## config.mk

```make
export PLATFORM = sky130hd
export DESIGN_NAME = mmd_miss_detector
export DESIGN_NICKNAME = d
export VERILOG_FILES = /design/src/rtl/mmd_pkg.sv /design/src/rtl/mmd_reload_timer.sv /design/src/rtl/mmd_thr_ctrl.sv /design/src/rtl/mmd_slot_tracker.sv /design/src/rtl/mmd_miss_detector.sv
export SDC_FILE = /design/constraint.sdc
export NUM_CORES = 2
export LEC_CHECK = 0
export BUFFER_PORTS_ARGS = -buffer_cell sky130_fd_sc_hd__buf_4
export CORE_UTILIZATION = 60
export DETAILED_ROUTE_END_ITERATION = 16
export GPL_TIMING_DRIVEN = 0
export HOLD_SLACK_MARGIN = 0.06
export PLACE_DENSITY = 0.77
export RECOVER_POWER = 100
export SLEW_MARGIN = 20
export SYNTH_ARGS = -nofsm -noshare
export SYNTH_HDL_FRONTEND = slang
export SYNTH_HIERARCHICAL = 1
export SYNTH_SLANG_ARGS = --single-unit
```

## constraint.sdc

```tcl
create_clock -name clk_i -period 8.55 [get_ports clk_i]
set_input_delay 1.71 -clock clk_i [delete_from_list [all_inputs] [get_ports clk_i]]
set_output_delay 1.71 -clock clk_i [all_outputs]
set_load 0.05 [all_outputs]
```

## src/rtl/mmd_pkg.sv

```systemverilog
package mmd_pkg;
  localparam int unsigned SWAP_GAP = 3;
  localparam int unsigned GAP_W    = 2;
  typedef logic [GAP_W-1:0] gap_t;
endpackage

```

## src/rtl/mmd_reload_timer.sv

```systemverilog
module mmd_reload_timer #(
  parameter int unsigned PER_W = 16
) (
  input  logic             clk_i,
  input  logic             rst_ni,
  input  logic [PER_W-1:0] per_i,
  output logic             pulse_o
);
  logic [PER_W-1:0] cnt_q;
  logic             hit;

  assign hit     = (per_i != '0) && (cnt_q >= per_i - PER_W'(1));
  assign pulse_o = hit;

  always_ff @(posedge clk_i or negedge rst_ni) begin
    if (!rst_ni)             cnt_q <= '0;
    else if (per_i == '0)    cnt_q <= '0;
    else if (hit)            cnt_q <= '0;
    else                     cnt_q <= cnt_q + PER_W'(1);
  end
endmodule

```

## src/rtl/mmd_thr_ctrl.sv

```systemverilog
module mmd_thr_ctrl #(
  parameter int unsigned THR_W   = 8,
  parameter int unsigned DEF_THR = 25
) (
  input  logic             clk_i,
  input  logic             rst_ni,
  input  logic             adapt_en_i,
  input  logic [THR_W-1:0] fix_thr_i,
  input  logic [THR_W-1:0] thr_min_i,
  input  logic [THR_W-1:0] thr_max_i,
  input  logic             reload_i,
  input  logic             lone_done_i,
  output logic [THR_W-1:0] thr_o
);
  logic [THR_W-1:0] cnt_q;

  always_ff @(posedge clk_i or negedge rst_ni) begin
    if (!rst_ni)          cnt_q <= THR_W'(DEF_THR);
    else if (reload_i)    cnt_q <= thr_max_i;
    else if (lone_done_i) cnt_q <= (cnt_q > thr_min_i) ? cnt_q - THR_W'(1) : thr_min_i;
  end

  assign thr_o = adapt_en_i ? cnt_q : fix_thr_i;
endmodule

```

## src/rtl/mmd_slot_tracker.sv

```systemverilog
module mmd_slot_tracker import mmd_pkg::*; #(
  parameter int unsigned LOADS  = 8,
  parameter int unsigned LINE_W = 26,
  parameter int unsigned THR_W  = 8,
  parameter int unsigned TAG_W  = $clog2(LOADS)
) (
  input  logic              clk_i,
  input  logic              rst_ni,
  input  logic [THR_W-1:0]  thr_i,
  input  logic              iss_en_i,
  input  logic [TAG_W-1:0]  iss_tag_i,
  input  logic [LINE_W-1:0] iss_line_i,
  input  logic              cmp_en_i,
  input  logic [TAG_W-1:0]  cmp_tag_i,
  input  logic              head_load_i,
  input  logic [TAG_W-1:0]  head_tag_i,
  input  logic              take_i,
  output logic              cand_o,
  output logic              lone_done_o
);
  logic [LOADS-1:0]  vld_q, conc_q, reqd_q;
  logic [LOADS-1:0]  miss, conc_now;
  logic [THR_W-1:0]  age_q  [LOADS];
  logic [LINE_W-1:0] line_q [LOADS];
  gap_t              gap_q  [LOADS];

  always_comb begin
    for (int i = 0; i < LOADS; i++) miss[i] = vld_q[i] && (age_q[i] >= thr_i);
    for (int i = 0; i < LOADS; i++) begin
      conc_now[i] = 1'b0;
      for (int j = 0; j < LOADS; j++)
        if (j != i && miss[j] && line_q[j] != line_q[i]) conc_now[i] = 1'b1;
    end
  end

  assign cand_o = head_load_i && vld_q[head_tag_i] && !reqd_q[head_tag_i]
                  && (gap_q[head_tag_i] == gap_t'(SWAP_GAP));
  assign lone_done_o = cmp_en_i && miss[cmp_tag_i] && !conc_q[cmp_tag_i]
                       && !conc_now[cmp_tag_i];

  always_ff @(posedge clk_i or negedge rst_ni) begin
    if (!rst_ni) begin
      vld_q <= '0; conc_q <= '0; reqd_q <= '0;
      for (int i = 0; i < LOADS; i++) begin
        age_q[i] <= '0; line_q[i] <= '0; gap_q[i] <= '0;
      end
    end else begin
      for (int i = 0; i < LOADS; i++) begin
        if (iss_en_i && iss_tag_i == TAG_W'(i)) begin
          vld_q[i] <= 1'b1; age_q[i] <= '0; line_q[i] <= iss_line_i;
          gap_q[i] <= '0;   conc_q[i] <= 1'b0; reqd_q[i] <= 1'b0;
        end else if (cmp_en_i && cmp_tag_i == TAG_W'(i)) begin
          vld_q[i] <= 1'b0; gap_q[i] <= '0; conc_q[i] <= 1'b0; reqd_q[i] <= 1'b0;
        end else if (vld_q[i]) begin
          if (age_q[i] != '1) age_q[i] <= age_q[i] + THR_W'(1);
          // detection is sticky: once the gap starts it runs to completion
          if ((miss[i] || gap_q[i] != '0) && gap_q[i] != gap_t'(SWAP_GAP))
            gap_q[i] <= gap_q[i] + gap_t'(1);
          conc_q[i] <= conc_q[i] | conc_now[i];
          reqd_q[i] <= reqd_q[i] | (take_i && head_tag_i == TAG_W'(i));
        end
      end
    end
  end

  p_take_only_cand_r5: assert property (@(posedge clk_i) disable iff (!rst_ni)
    take_i |-> cand_o);
endmodule

```

## src/rtl/mmd_miss_detector.sv

```systemverilog
module mmd_miss_detector #(
  parameter int unsigned NUM_SLOTS = 2,
  parameter int unsigned LOADS     = 8,
  parameter int unsigned LINE_W    = 26,
  parameter int unsigned THR_W     = 8,
  parameter int unsigned PER_W     = 16,
  parameter int unsigned DEF_THR   = 25,
  parameter int unsigned SLOT_W    = (NUM_SLOTS > 1) ? $clog2(NUM_SLOTS) : 1,
  parameter int unsigned TAG_W     = $clog2(LOADS)
) (
  input  logic                       clk_i,
  input  logic                       rst_ni,
  input  logic                       adapt_en_i,
  input  logic [NUM_SLOTS*THR_W-1:0] fix_thr_i,
  input  logic [THR_W-1:0]           thr_min_i,
  input  logic [THR_W-1:0]           thr_max_i,
  input  logic [PER_W-1:0]           reload_per_i,
  input  logic                       iss_valid_i,
  input  logic [SLOT_W-1:0]          iss_slot_i,
  input  logic [TAG_W-1:0]           iss_tag_i,
  input  logic [LINE_W-1:0]          iss_line_i,
  input  logic                       cmp_valid_i,
  input  logic [SLOT_W-1:0]          cmp_slot_i,
  input  logic [TAG_W-1:0]           cmp_tag_i,
  input  logic [NUM_SLOTS-1:0]       head_load_i,
  input  logic [NUM_SLOTS*TAG_W-1:0] head_tag_i,
  output logic                       swap_req_o,
  output logic [SLOT_W-1:0]          swap_slot_o,
  output logic [TAG_W-1:0]           swap_tag_o,
  input  logic                       swap_ack_i
);
  logic                 reload;
  logic [NUM_SLOTS-1:0] cand, take, lone_done;
  logic                 sel_found;
  logic [SLOT_W-1:0]    sel_slot;
  logic [TAG_W-1:0]     sel_tag;
  logic                 req_q;
  logic [SLOT_W-1:0]    slot_q;
  logic [TAG_W-1:0]     tag_q;
  logic [NUM_SLOTS-1:0] low_mask;

  mmd_reload_timer #(.PER_W(PER_W)) u_timer (
    .clk_i, .rst_ni, .per_i(reload_per_i), .pulse_o(reload)
  );

  for (genvar s = 0; s < NUM_SLOTS; s++) begin : g_slot
    logic [THR_W-1:0] thr;

    mmd_thr_ctrl #(.THR_W(THR_W), .DEF_THR(DEF_THR)) u_thr (
      .clk_i, .rst_ni, .adapt_en_i,
      .fix_thr_i   (fix_thr_i[s*THR_W +: THR_W]),
      .thr_min_i, .thr_max_i,
      .reload_i    (reload),
      .lone_done_i (lone_done[s]),
      .thr_o       (thr)
    );

    mmd_slot_tracker #(.LOADS(LOADS), .LINE_W(LINE_W), .THR_W(THR_W), .TAG_W(TAG_W)) u_trk (
      .clk_i, .rst_ni,
      .thr_i       (thr),
      .iss_en_i    (iss_valid_i && iss_slot_i == SLOT_W'(s)),
      .iss_tag_i, .iss_line_i,
      .cmp_en_i    (cmp_valid_i && cmp_slot_i == SLOT_W'(s)),
      .cmp_tag_i,
      .head_load_i (head_load_i[s]),
      .head_tag_i  (head_tag_i[s*TAG_W +: TAG_W]),
      .take_i      (take[s]),
      .cand_o      (cand[s]),
      .lone_done_o (lone_done[s])
    );

    assign take[s] = !req_q && sel_found && (sel_slot == SLOT_W'(s));
  end

  // lowest slot index wins
  always_comb begin
    sel_found = 1'b0;
    sel_slot  = '0;
    for (int s = NUM_SLOTS - 1; s >= 0; s--)
      if (cand[s]) begin
        sel_found = 1'b1;
        sel_slot  = SLOT_W'(s);
      end
  end
  assign sel_tag = head_tag_i[sel_slot*TAG_W +: TAG_W];

  always_ff @(posedge clk_i or negedge rst_ni) begin
    if (!rst_ni) begin
      req_q <= 1'b0; slot_q <= '0; tag_q <= '0;
    end else if (!req_q) begin
      if (sel_found) begin
        req_q <= 1'b1; slot_q <= sel_slot; tag_q <= sel_tag;
      end
    end else if (swap_ack_i) begin
      req_q <= 1'b0;
    end
  end

  assign swap_req_o  = req_q;
  assign swap_slot_o = slot_q;
  assign swap_tag_o  = tag_q;
  assign low_mask    = (NUM_SLOTS'(1) << swap_slot_o) - NUM_SLOTS'(1);

  p_hold_until_ack_r5: assert property (@(posedge clk_i) disable iff (!rst_ni)
    swap_req_o && !swap_ack_i |=> swap_req_o && $stable(swap_slot_o) && $stable(swap_tag_o));
  p_drop_on_ack_r5: assert property (@(posedge clk_i) disable iff (!rst_ni)
    swap_req_o && swap_ack_i |=> !swap_req_o);
  p_head_before_req_r3: assert property (@(posedge clk_i) disable iff (!rst_ni)
    $rose(swap_req_o) |-> ($past(head_load_i) & (NUM_SLOTS'(1) << swap_slot_o)) != '0);
  p_lowest_first_r6: assert property (@(posedge clk_i) disable iff (!rst_ni)
    $rose(swap_req_o) |-> ($past(cand) & low_mask) == '0);
endmodule

```

==> flow_metrics.tcl <==
set metrics [dict create \
    grt_max_degree 100 \
    multi_input_area_um2 31530 \
    rr_worst_depth 14 \
    status "finished with violations" \
    track_usage_pct 50.10 \
    via_per_inst 6.604 \
    hpwl_um 150200 \
    syn_to_final_growth_pct 9.672 \
    cp-endpoint "g_slot[0].u_thr/cnt_q[4]$_DFFE_PN1P_" \
    ant_nets 0 \
    synth_area_leaders "dfrtp_1 (32%), xor2_1 (14%), xnor2_1 (13%)" \
    finalSetupViolCount 0 \
    post_cts_buffers 0 \
    cp_max_fo 10 \
    io_pins 101 \
    synth_edf_count 0 \
    gr-total-overflow 0 \
    syn_area_um2 50930 \
    grt_pass1_vias 43768 \
    worst_setup_path_end_kind "flop" \
    max_freq_mhz 138.8 \
    grt_pass1_wl_um 309200 \
    placed_cells 7022 \
    period_minus_slack_ns 7.206 \
    cts_tree "done" \
    startpoint_type "input pin" \
    finalNetCount 6277 \
    cp.arrival_ns 7.80 \
    num_vias 47311 \
    initial_utilization_pct 60.76 \
    dieArea_um2 86050 \
    netlist_instances 5779 \
    firstDrtPassIters 11 \
    dp_slack_ns 1.434 \
    cts.sinks 661 \
    seq_area_um2 16550 \
    r2r_slack_ns 1.61 \
    hold_viol_final 0 \
    gp_congestion 1.277 \
    clk-insertion-delay-late_ns 0.70 \
    numCtsBuffers 78 \
    routed_wl_um 219500 \
    synth_area_leader_cell "dfrtp_1" \
    crit_chain "clkbuf_1 -> mux2_2 -> inv_1 -> ha_1 -> a211o_1 -> a221oi_1 -> a21oi_1 -> nor2b_1 -> a2111oi_0 -> nand3_1 -> mux2_2 -> a2111oi_0 -> clkbuf_1 -> or2b_1 -> clkdlybuf4s25_1 -> o31ai_1" \
    cp.required_ns 9.14 \
    clkTransAtPathRegs_ns 0.06 \
    syn_nets 6088 \
    cts_resized 0 \
    slew_headroom_pct -130.7 \
    nFillCells 7047 \
    drt-initial-drc-count 8018 \
    layoutNonFillerInstCount 7164 \
    critPathLaunch "adapt_en_i" \
    die_h_um 293.3 \
    worst_pin_slew_ns 3.461 \
    antenna_found_initial 4 \
    cpPeakStageDelay_ns 0.92 \
    fin_crit_sh_pct 84.28 \
    ir_worst_vdd_mv 0.2271 \
    synth_flop_cell "dfrtp_1" \
    violations "max-capacitance violations, max-slew violations" \
    ys_warn_count 6 \
    route.detailed.drc 0 \
    grt_setup_unrepaired "false" \
    skew_ns 0.03704 \
    ys_ff_latch 661 \
    p_leak_nw 25.17 \
    ctsHtreeMaxLevel 3 \
    coreArea_um2 83820 \
    mostFrequentLayoutCells "nand2_1 (909), xor2_1 (837), xnor2_1 (776), dfrtp_1 (655), clkbuf_1 (377)" \
    synthArstFlopShare_pct 100.0 \
    fin_util_pct 66.64 \
    rows 106 \
    maxSlewViolCount 237 \
    syn_avg_cell_area_um2 8.813 \
    drive_gt1_share_pct 9.972 \
    whs_ns 0.4857 \
    die_x_um 293.3 \
    synth.distinct_cells 92 \
    synth_top_area_share_pct 32.18 \
    reg2reg_to "g_slot[0].u_thr/cnt_q[4]$_DFFE_PN1P_" \
    port_buffers 97 \
    layout_commonest_cell "nand2_1" \
    min_path_type "reg2reg" \
    criticalPathCategory "in2reg" \
    ys_seq_area_share_pct 32.49 \
    setup_ws_ns 1.344 \
    maxCapViolations 4 \
    cts_buffer_depth 3 \
    timing.rr.start "g_slot[0].u_trk/line_q[177]$_DFFE_PN0P_" \
    wl_per_cell_um 30.64 \
    ctsHoldBuffers 0 \
    power_density_nw_per_um2 304.2 \
    cts_root_buf "clkbuf_16" \
    cp_slowest_cell "a2111oi_0" \
]
==> metrics by stage <==
| step | setup TNS (ns) | total power, mW | area (um2) |
|---|---|---|---|
| floorplan | 0 | 10.49 | 50930 |
| global placement | -1034.51 | 12.79 | 53080 |
| detailed placement | 0 | 13.07 | 53420 |
| CTS | 0 | 16.54 | 56010 |
| global route | 0 | 17.61 | 55850 |
| finish | 0 | 16.99 | 55860 |
==> sequential cells by signal, summed over array words and instances (netlist names) <==
name                 flops
g_slot.u_trk/line_q    416
u_timer/cnt_q           16
g_slot.u_trk/age_q     128
g_slot.u_trk/reqd_q     16
swap_req_o               1
g_slot.u_thr/cnt_q      16
g_slot.u_trk/gap_q      32
swap_tag_o               3
g_slot.u_trk/vld_q      16
g_slot.u_trk/conc_q     16
swap_slot_o              1
==> critical path, delay by kind of cell <==
kind	cells	cell delay (ns)
AO/OA/AOI/OAI	6	2.79
buffers and inverters	4	1.59
AND/OR/NAND/NOR	3	0.71
multiplexers	2	0.67
adder cells (fa/ha/maj)	1	0.33
==> layout make-up <==
cell class / count / share of cell area [%]
Multi-Input combinational cell: 4454 / 56.45
Sequential cell: 661 / 29.63
Buffer: 527 / 4.278
Clock buffer: 108 / 3.934
Tap cell: 1134 / 2.540
Timing Repair Buffer: 109 / 1.534
Inverter: 137 / 0.9207
Clock inverter: 31 / 0.6989
Antenna cell: 3 / 0.01344
==> cells by family (layout without fill, tap and decap cells) <==
| kind of cell | after synthesis | in the layout | synth area share, % |
|---|---|---|---|
| mux | 201 | 201 | 4.498 |
| buf+inv | 664 | 912 | 5.736 |
| other cells | 0 | 3 | 0 |
| simple gates | 2036 | 2036 | 19.12 |
| compound gates | 391 | 391 | 5.181 |
| fa+ha+maj | 213 | 213 | 5.233 |
| xor+xnor | 1613 | 1613 | 27.74 |
| flops | 661 | 661 | 32.49 |
==> Yosys cell counts (18+ instances only) <==
cell and count:
buf_1 33, nor2_1 281, nand2_1 909, xor2_1 837
nor3_1 90, dfrtp_1 655, mux2i_1 23, nand4_1 254
buf_4 20, nor4_1 210, o31ai_1 24, ha_1 213
and4_1 19, buf_2 115, inv_1 137, mux2_2 173
nand3_1 110, o21ai_0 71, buf_6 18, nand2b_1 36
clkbuf_1 332, a21oi_1 121, and3_1 21, a31oi_1 18
xnor2_1 776, nor2b_1 20
==> power by group <==
part / internal (mW) / switching [mW] / total [mW]
Clock: 1.97 / 1.46 / 3.42
Combinational: 3.31 / 5.69 / 9.00
Sequential: 3.96 / 0.613 / 4.57
==> worst min-delay path by stage <==
stage / start / end / slack, ns / cells after the start
floorplan: g_slot[1].u_trk/conc_q[3]$_DFFE_PN0P_ / g_slot[1].u_trk/conc_q[3]$_DFFE_PN0P_ / 0.45 / 2
global placement: g_slot[1].u_trk/conc_q[3]$_DFFE_PN0P_ / g_slot[1].u_trk/conc_q[3]$_DFFE_PN0P_ / 0.47 / 2
detailed placement: g_slot[1].u_trk/conc_q[3]$_DFFE_PN0P_ / g_slot[1].u_trk/conc_q[3]$_DFFE_PN0P_ / 0.48 / 2
CTS: g_slot[1].u_trk/conc_q[3]$_DFFE_PN0P_ / g_slot[1].u_trk/conc_q[3]$_DFFE_PN0P_ / 0.49 / 2
global route: g_slot[0].u_trk/reqd_q[6]$_DFFE_PN0P_ / g_slot[0].u_trk/reqd_q[6]$_DFFE_PN0P_ / 0.51 / 2
finish: g_slot[1].u_trk/conc_q[3]$_DFFE_PN0P_ / g_slot[1].u_trk/conc_q[3]$_DFFE_PN0P_ / 0.49 / 2
==> routing by layer <==
metal | global-route usage (%) | vias up | wire length, um
met4 | 25.23 | 22 | 14990
met5 | 0.5672 | - | 571
met2 | 67.77 | 3843 | 84110
li1 | - | 19579 | -
met1 | 65.01 | 22769 | 82810
met3 | 25.22 | 1098 | 37010
Power figures use the tool's default switching activity.
